**src/rtl/ioc_pkg.sv**
```systemverilog
package ioc_pkg;

    typedef enum logic [3:0] {
        CMD_NONE,
        CMD_P1,
        CMD_P2,
        CMD_COINRAW,
        CMD_CREDIT,
        CMD_CLEAR,
        CMD_DEC,
        CMD_DIPLO,
        CMD_DIPHI
    } cmd_e;

    localparam logic [7:0] OP_P1      = 8'h81;
    localparam logic [7:0] OP_P2      = 8'h82;
    localparam logic [7:0] OP_CREDIT  = 8'h91;
    localparam logic [7:0] OP_COINRAW = 8'h92;
    localparam logic [7:0] OP_CLEAR   = 8'hE0;
    localparam logic [7:0] OP_DEC     = 8'hE1;
    localparam logic [7:0] OP_DIPLO   = 8'hFE;
    localparam logic [7:0] OP_DIPHI   = 8'hFF;

    // coins required before a grant, per rate index
    function automatic logic [1:0] rate_need(input logic [1:0] idx);
        case (idx)
            2'd0, 2'd1: rate_need = 2'd2;
            default:    rate_need = 2'd1;
        endcase
    endfunction

    // credits granted once the requirement is met
    function automatic logic [1:0] rate_give(input logic [1:0] idx);
        case (idx)
            2'd0:    rate_give = 2'd3;
            2'd2:    rate_give = 2'd2;
            default: rate_give = 2'd1;
        endcase
    endfunction

endpackage

```
**src/rtl/ioc_cmd_decode.sv**
```systemverilog
module ioc_cmd_decode
    import ioc_pkg::*;
(
    input  logic [7:0] op_byte,
    output cmd_e       cmd
);

    always_comb begin
        case (op_byte)
            OP_P1:      cmd = CMD_P1;
            OP_P2:      cmd = CMD_P2;
            OP_CREDIT:  cmd = CMD_CREDIT;
            OP_COINRAW: cmd = CMD_COINRAW;
            OP_CLEAR:   cmd = CMD_CLEAR;
            OP_DEC:     cmd = CMD_DEC;
            OP_DIPLO:   cmd = CMD_DIPLO;
            OP_DIPHI:   cmd = CMD_DIPHI;
            default:    cmd = CMD_NONE;
        endcase
    end

endmodule

```
**src/rtl/ioc_coin_acct.sv**
```systemverilog
module ioc_coin_acct
    import ioc_pkg::*;
#(
    parameter int SLOTS    = 2,
    parameter int CRED_W   = 4,
    parameter int COIN_W   = 2,
    parameter int CRED_MAX = 9
) (
    input  logic                 clk,
    input  logic                 rst_n,
    input  logic                 credit_rd,
    input  logic                 clear_rd,
    input  logic                 dec_rd,
    input  logic [SLOTS-1:0]     coin_stat,
    input  logic [2*SLOTS-1:0]   rate_sel,
    output logic [CRED_W-1:0]    credits_q,
    output logic [CRED_W-1:0]    credits_nx,
    output logic [SLOTS-1:0]     pulse_q
);

    localparam int SUM_W = CRED_W + 1;
    localparam int CS_W  = COIN_W + 1;

    logic [COIN_W-1:0] coins_q, coins_nx;
    logic [SLOTS-1:0]  prev_q;
    logic [SLOTS-1:0]  pulse_nx;
    logic [1:0]        need_s [SLOTS];
    logic [1:0]        give_s [SLOTS];

    // per-slot rate lookup
    for (genvar g = 0; g < SLOTS; g++) begin : g_rate
        assign need_s[g] = rate_need(rate_sel[2*g +: 2]);
        assign give_s[g] = rate_give(rate_sel[2*g +: 2]);
    end

    logic              take;
    logic [1:0]        need_sel, give_sel;
    logic [SLOTS-1:0]  slot_hot;
    logic [CS_W-1:0]   coin_sum;
    logic [SUM_W-1:0]  cred_sum;

    assign take = credit_rd && (coin_stat != prev_q) && !(&coin_stat)
               && (|coin_stat) && (credits_q < CRED_W'(CRED_MAX));

    always_comb begin
        need_sel = '0;
        give_sel = '0;
        slot_hot = '0;
        for (int s = 0; s < SLOTS; s++) begin
            if (coin_stat[s] && slot_hot == '0) begin
                need_sel    = need_s[s];
                give_sel    = give_s[s];
                slot_hot[s] = 1'b1;
            end
        end
    end

    always_comb begin
        coins_nx   = coins_q;
        credits_nx = credits_q;
        pulse_nx   = '0;
        coin_sum   = {1'b0, coins_q} + CS_W'(1);
        cred_sum   = {1'b0, credits_q} + {{(SUM_W-2){1'b0}}, give_sel};
        if (clear_rd) begin
            coins_nx   = '0;
            credits_nx = '0;
        end else if (dec_rd) begin
            if (credits_q != '0)
                credits_nx = credits_q - CRED_W'(1);
        end else if (take) begin
            pulse_nx = slot_hot;
            if (coin_sum >= {{(CS_W-2){1'b0}}, need_sel}) begin
                coins_nx = COIN_W'(coin_sum - {{(CS_W-2){1'b0}}, need_sel});
                if (cred_sum > SUM_W'(CRED_MAX))
                    credits_nx = CRED_W'(CRED_MAX);
                else
                    credits_nx = cred_sum[CRED_W-1:0];
            end else begin
                coins_nx = coin_sum[COIN_W-1:0];
            end
        end
    end

    always_ff @(posedge clk) begin
        if (!rst_n) begin
            coins_q   <= '0;
            credits_q <= '0;
            prev_q    <= '0;
            pulse_q   <= '0;
        end else begin
            coins_q   <= coins_nx;
            credits_q <= credits_nx;
            pulse_q   <= pulse_nx;
            if (credit_rd)
                prev_q <= coin_stat;
        end
    end

endmodule

```
**src/rtl/ioc_read_mux.sv**
```systemverilog
module ioc_read_mux
    import ioc_pkg::*;
#(
    parameter int CRED_W = 4
) (
    input  cmd_e              cmd,
    input  logic [7:0]        p1_n,
    input  logic [7:0]        p2_n,
    input  logic [7:0]        dip_sw,
    input  logic [CRED_W-1:0] credits,
    output logic [7:0]        data
);

    always_comb begin
        unique case (cmd)
            CMD_P1:      data = {1'b0, p1_n[6:0]};
            CMD_P2:      data = {1'b0, p2_n[6:0]};
            CMD_COINRAW: data = {6'b0, p2_n[7], p1_n[7]};
            CMD_CREDIT:  data = {{(8-CRED_W){1'b0}}, credits};
            CMD_DIPLO:   data = {4'b0, dip_sw[3:0]};
            CMD_DIPHI:   data = {4'b0, dip_sw[7:4]};
            default:     data = 8'hFF;
        endcase
    end

endmodule

```
**src/rtl/coin_io_ctrl.sv**
```systemverilog
module coin_io_ctrl
    import ioc_pkg::*;
#(
    parameter int CRED_W   = 4,
    parameter int COIN_W   = 2,
    parameter int CRED_MAX = 9
) (
    input  logic       clk,
    input  logic       rst_n,
    input  logic       wr_en,
    input  logic [7:0] wr_data,
    input  logic       rd_en,
    output logic [7:0] rd_data,
    input  logic [7:0] p1_n,
    input  logic [7:0] p2_n,
    input  logic [7:0] dip_sw,
    output logic [1:0] coin_pulse
);

    cmd_e              cmd_q;
    cmd_e              cmd_nx;
    logic [CRED_W-1:0] credits_q, credits_nx;
    logic [7:0]        mux_data;

    ioc_cmd_decode u_dec (
        .op_byte (wr_data),
        .cmd     (cmd_nx)
    );

    // state register: decoded command
    always_ff @(posedge clk) begin
        if (!rst_n)
            cmd_q <= CMD_NONE;
        else if (wr_en)
            cmd_q <= cmd_nx;
    end

    ioc_coin_acct #(
        .SLOTS    (2),
        .CRED_W   (CRED_W),
        .COIN_W   (COIN_W),
        .CRED_MAX (CRED_MAX)
    ) u_acct (
        .clk        (clk),
        .rst_n      (rst_n),
        .credit_rd  (rd_en && cmd_q == CMD_CREDIT),
        .clear_rd   (rd_en && cmd_q == CMD_CLEAR),
        .dec_rd     (rd_en && cmd_q == CMD_DEC),
        .coin_stat  ({p2_n[7], p1_n[7]}),
        .rate_sel   ({dip_sw[5:4], dip_sw[7:6]}),
        .credits_q  (credits_q),
        .credits_nx (credits_nx),
        .pulse_q    (coin_pulse)
    );

    ioc_read_mux #(.CRED_W(CRED_W)) u_mux (
        .cmd     (cmd_q),
        .p1_n    (p1_n),
        .p2_n    (p2_n),
        .dip_sw  (dip_sw),
        .credits (credits_nx),
        .data    (mux_data)
    );

    // output process: registered read data
    always_ff @(posedge clk) begin
        if (!rst_n)
            rd_data <= 8'hFF;
        else if (rd_en)
            rd_data <= mux_data;
    end

endmodule

```
**config.mk**
```make
export PLATFORM = sky130hd
export DESIGN_NAME = coin_io_ctrl
export DESIGN_NICKNAME = d
export VERILOG_FILES = /design/src/rtl/ioc_pkg.sv /design/src/rtl/ioc_cmd_decode.sv /design/src/rtl/ioc_coin_acct.sv /design/src/rtl/ioc_read_mux.sv /design/src/rtl/coin_io_ctrl.sv
export SDC_FILE = /design/constraint.sdc
export NUM_CORES = 1
export LEC_CHECK = 0
export ABC_CLOCK_PERIOD_IN_PS = 5800
export BUFFER_PORTS_ARGS = -buffer_cell sky130_fd_sc_hd__buf_2
export CAP_MARGIN = 20
export CORE_ASPECT_RATIO = 0.75
export CORE_MARGIN = 3
export CORE_UTILIZATION = 45
export CTS_BUF_LIST = sky130_fd_sc_hd__clkbuf_8
export DETAILED_ROUTE_END_ITERATION = 7
export GPL_TIMING_DRIVEN = 0
export PLACE_DENSITY = 0.7
export RECOVER_POWER = 25
export SLEW_MARGIN = 20
export SYNTH_ARGS = -nofsm -noshare
export SYNTH_HDL_FRONTEND = slang
export SYNTH_SLANG_ARGS = --single-unit
export TNS_END_PERCENT = 10
```
**constraint.sdc**
```tcl
create_clock -name clk -period 5.8 [get_ports clk]
set_clock_uncertainty 0.1 [all_clocks]
set_input_delay 1.74 -clock clk [delete_from_list [all_inputs] [get_ports clk]]
set_output_delay 1.74 -clock clk [all_outputs]
set_load 0.02 [all_outputs]
```
* Word-level counts from Yosys, hierarchy flattened *
Index checks and enable logic that the tools add are counted.
W data, S select, Z words.

operators by class
  reduce and logical (&&, ||, !) cells = 19
  multiplexer cells = 19
  equal/unequal tests = 21
  $lt $le $gt $ge = 3
  add/subtract/negate cells = 4
  bitwise operators = 4

operators with widths
  kind                   count
  $eq A8 B8 Y1 const B   8
  $pmux W8 S6            1
  $pmux W4 S8            1
  $mux W4                6
  $eq A4 B3 Y1 const B   4
  $mux W2                7
  $eq A4 B2 Y1 const B   2
  $logic_and A1 B1 Y1    8
  $pmux W2 S2            2
  $reduce_or A2 Y1       4
  $add A4 B2 Y5          1
  $gt A5 B4 Y1 const B   1
  $eq A2 B1 Y1 const B   2
  $eq A2 B2 Y1 const B   2
  $eq A4 B1 Y1 const B   1
  $eq A4 B4 Y1 const B   1
  $logic_not A2 Y1       2
  $lt A4 B4 Y1 const B   1
  $not A1 Y1             4
  $reduce_and A2 Y1      2
  $reduce_bool A4 Y1     1
  $reduce_or A4 Y1       1
  $sub A4 B1 Y4 const B  1
  $add A2 B1 Y3 const B  1
  5 further kinds        6

storage, ports and cells
  output and inout bits = 10
  bits in registers = 22

* Depth between registers and ports, before layout *
  depth in word-level cells = 12
  mapped depth = 10
  depth with buffers taken out = 10

* Hierarchy *
From an unflattened synthesis, not the netlist that was laid out.

second synthesis, totals
  cells, all modules = 236
  area total of the unflattened synthesis = 1938.1 um2

modules (own cells, without submodules)
  module          cells each  times used  area each (um2)
  ioc_coin_acct   102         1           880.8
  coin_io_ctrl    43          1           486.7
  ioc_read_mux    66          1           397.9
  ioc_cmd_decode  25          1           172.7

* Least setup slack after synthesis *
No wires, ideal clock.

  kind = in2reg
  from = input p1_n[7]
  to = register rd_data[1]
  path buffers = 0
  path slack = 1969 ps
  data required time = 5580 ps
  arrival = 3611 ps
  stages = 8
  setup time = 120 ps
  path through = inv_1 > nand2_1 > o22a_1 > fa_1 > a31oi_1 > a2111o_1 > mux2i_1 > a211o_1

on the way
  longest elaborated chain between the ends = 12
  elaborated cells between the ends (all ways) = 24
  those cells by class = add/sub (1); order compare (2); eq/ne (1); mux (11); bitwise (1); reduce/logical (8)

ends and longest elaborated chain
  item                    line                 RTL
  start: declaration      coin_io_ctrl.sv:14   input logic [7:0] p1_n,
  $mux W1                 ioc_coin_acct.sv:50  if (coin_stat[s] && slot_hot == '0) begin
  $not A1 Y1              ioc_coin_acct.sv:50
  $logic_and A1 B1 Y1     ioc_coin_acct.sv:50
  $mux W2                 ioc_coin_acct.sv:50
  $add A4 B2 Y5           ioc_coin_acct.sv:63  cred_sum = {1'b0, credits_q} + {{(SUM_W-2){1'b0}}, give_sel};
  $gt A5 B4 Y1            ioc_coin_acct.sv:74  if (cred_sum > SUM_W'(CRED_MAX))
  $mux W4                 ioc_coin_acct.sv:74
  $mux W4                 ioc_coin_acct.sv:72  if (coin_sum >= {{(CS_W-2){1'b0}}, need_sel}) begin
  $mux W4 (*)             ioc_coin_acct.sv:70  end else if (take) begin
  $mux W4 (*)             ioc_coin_acct.sv:67  end else if (dec_rd) begin
  $mux W4 (*)             ioc_coin_acct.sv:64  if (clear_rd) begin
  $pmux W8 S6 (*)         ioc_read_mux.sv:15   unique case (cmd)
  end signal: assignment  coin_io_ctrl.sv:70   rd_data <= mux_data;
  end: declaration        coin_io_ctrl.sv:13   output logic [7:0] rd_data,

Mark *: on every way between the ends. The rest lies on a longest branch, timed or not.
A chain may end at the register's enable or synchronous reset.

* Final worst setup path *
Ends and elaborated chain as after synthesis.

==> flow_summary.ini <==
[cts]
cts_tree = done
clk_path_buf_depth = 2
cts_buffers = 3
postCtsSetupBuffers = 0
clk_pin_slew_ns = 0.08
clkLatencyLatePin_ns = 0.27
h-tree-depth = 1
postCtsHoldBufs = 0
cts_root_buffer = clkbuf_8
cts.sinks = 22
cts.repair.resized = 0

[logic_synthesis]
ys_ff_latch = 22
yosys_most_used_dff = dfxtp_1
synth_most_common_cell = dfxtp_1
synth.top_cell.area_share = 0.254
netlist_top_cells_area = dfxtp_1, a21oi_1, nand2_1
avgSynthCellArea_sq_um = 7.94
seq_area_frac_synth = 0.254
synthTopCellsByCount = dfxtp_1, nand2_1, nor2_1, a21oi_1, inv_1
syn_inst = 218
synthArstFlopShare = 0
synth_top_cell_by_area = dfxtp_1
ys_warn_count = 0
synth_fp_nets = 261
synth_edf_count = 0
syn_area_sq_um = 1730
ys_types = 61

[grt]
grt_pass1_wl_microns = 7600
antenna_found_initial = 0
grt_pass1_vias = 1603
grt_overflow = 0
grt_max_degree = 14
track_usage = 0.206

[layout]
fill_cells = 345
num-nets-final = 310
multi_input_area_sq_um = 1170
area_growth_pct = 19.3
antenna_cells = 0
seq_area_sq_um = 440
drive_above_1_share = 0.211
final_area_sq_um = 2070

[floorplanning]
die_y_microns = 59.7
start_util = 0.496
core_sq_um = 3490
design.die.area_sq_um = 4640
die_w_microns = 77.6
num_rows = 18
pin_count = 46

[sta]
finalSetupTns_ns = 0
min_period_ns = 4.11
max_freq_mhz = 243
holdWs_ns = 0.370
setup_violations = 0
final.period_utilization = 0.709
slew_headroom = 0.592
max_slew.worst_pin.slew_ns = 0.610
hold_viol = 0
drv_slew = 0
rsz0062_at_grt = false

[placement]
place_hpwl_microns = 3640
postPlaceCellArea_sq_um = 2010
gp_congestion = 0.874
io_buffers = 44

[drt]
via_per_inst = 5.72
firstDrtPassIters = 4
wirelength_microns = 4600
wl_per_cell_microns = 14.6
drc = 0
num_vias = 1806
drtIter0Drc = 155
drtAntennaViolNets = 0

[run]
drv_cap = 0

[worst_setup_path]
worstSetupEndpointType = register
worstSetupStartpointType = input pin
required_ns = 5.86
critPathMaxFanout = 7
criticalPathCategory = input pin to register
critical_path_arrival_ns = 4.17

[power_and_ir_drop]
p_per_area_nw_per_um2 = 188
p_total_w = 0.000388
p_leak_nw = 0.853
ir_drop_v = 0.000123

[outcome]
status = finished, final reports clean

[worst_hold_path]
hold_path_class = register to register
[routing by layer]
layer,vias to the layer above,wire (microns),GRT usage,share of wire
met1,812,2370,0.321,0.51
li1,921,-,-,-
met5,-,0,0,0
met2,71,1850,0.299,0.40
met4,0,11,0.0254,0.0024
met3,2,371,0.0377,0.081
[cells in the final DEF (no fill, tap or decap), types with 2 or more instances in the layout]
cell type,synthesis,layout
buf_2,1,39
dfxtp_1,22,22
nand2_1,19,19
nor2_1,17,17
a21oi_1,15,15
inv_1,13,13
clkbuf_1,4,10
nor2b_1,8,8
nand3_1,8,8
o21ai_0,7,7
and3_1,6,6
a31oi_1,5,5
ha_1,5,5
nand2b_1,4,4
nor3_1,4,4
nand4_1,4,4
a211o_1,4,4
o211ai_1,4,4
buf_6,3,3
a21o_1,3,3
nor3b_1,2,3
a211oi_1,3,3
mux2i_1,3,3
a22oi_1,3,3
nor4_1,3,3
or3_1,3,3
clkbuf_8,0,3
o22ai_1,2,2
o32ai_1,2,2
and2b_1,2,2
o21bai_1,2,2
a31o_2,2,2
a22o_1,2,2
a222oi_1,2,2
o2bb2ai_1,2,2
a311oi_1,2,2
fa_1,2,2
[cell families after synthesis]
kind of cell	after synthesis	synth area share
compound gates	73	0.311
simple gates	89	0.286
fa+ha+maj	7	0.0592
buf+inv	22	0.0614
mux	3	0.0173
flops	22	0.254
xor+xnor	2	0.0101
[where the power goes]
part | leakage (nW) | internal [W] | switching (W)
logic | 0.638 | 0.0000335 | 0.0000476
registers | 0.180 | 0.000157 | 0.00000415
clock network | 0.0357 | 0.0000923 | 0.0000531
total | 0.853 | 0.000283 | 0.000105
[flip-flops by register name, indices dropped and copies added, names as in the netlist]
signal            flops
u_acct.prev_q         2
u_acct.credits_q      4
u_acct.coins_q        2
u_acct.pulse_q        2
rd_data               8
cmd_q                 4
[area by class of cell]
type / instances / share of cell area
multi-input cells: 174 / 0.568
flip-flops and latches: 22 / 0.213
repair buffers: 44 / 0.103
well taps: 50 / 0.0303
plain buffers: 8 / 0.0260
inverters: 14 / 0.0254
clock buffers: 3 / 0.0200
clock inverters: 1 / 0.0145
[worst max-delay path, stage by stage]
cell and delay (ns):
buf_2 0.13, inv_1 0.17, nand2_1 0.13, o22a_1 0.21, nor2b_1 0.14, ha_1 0.29, nand2b_1 0.16, a31oi_1 0.44
a2111o_1 0.31, mux2i_1 0.13, a211o_1 0.29
[final timing paths]
kind                          start         end  slack [ns]  cells past startpoint
setup reg to reg  u_acct.coins_q[0]  rd_data[1]        3.44                      5
hold / removal           rd_data[7]  rd_data[7]        0.37                      1
setup / recovery            p1_n[7]  rd_data[1]        1.69                     11
hold reg to reg          rd_data[7]  rd_data[7]        0.37                      1
[metrics by stage]
step / instances / utilization / setup slack (ns)
2_1_floorplan: 218 / - / 1.97
3_3_place_gp: 312 / 0.577 / 1.45
3_5_place_dp: 312 / 0.577 / 1.45
4_1_cts: 316 / 0.597 / 1.72
5_1_grt: 316 / 0.592 / 1.46
6_report: 316 / 0.592 / 1.69
Note: power is estimated with default switching activity, not from simulation.
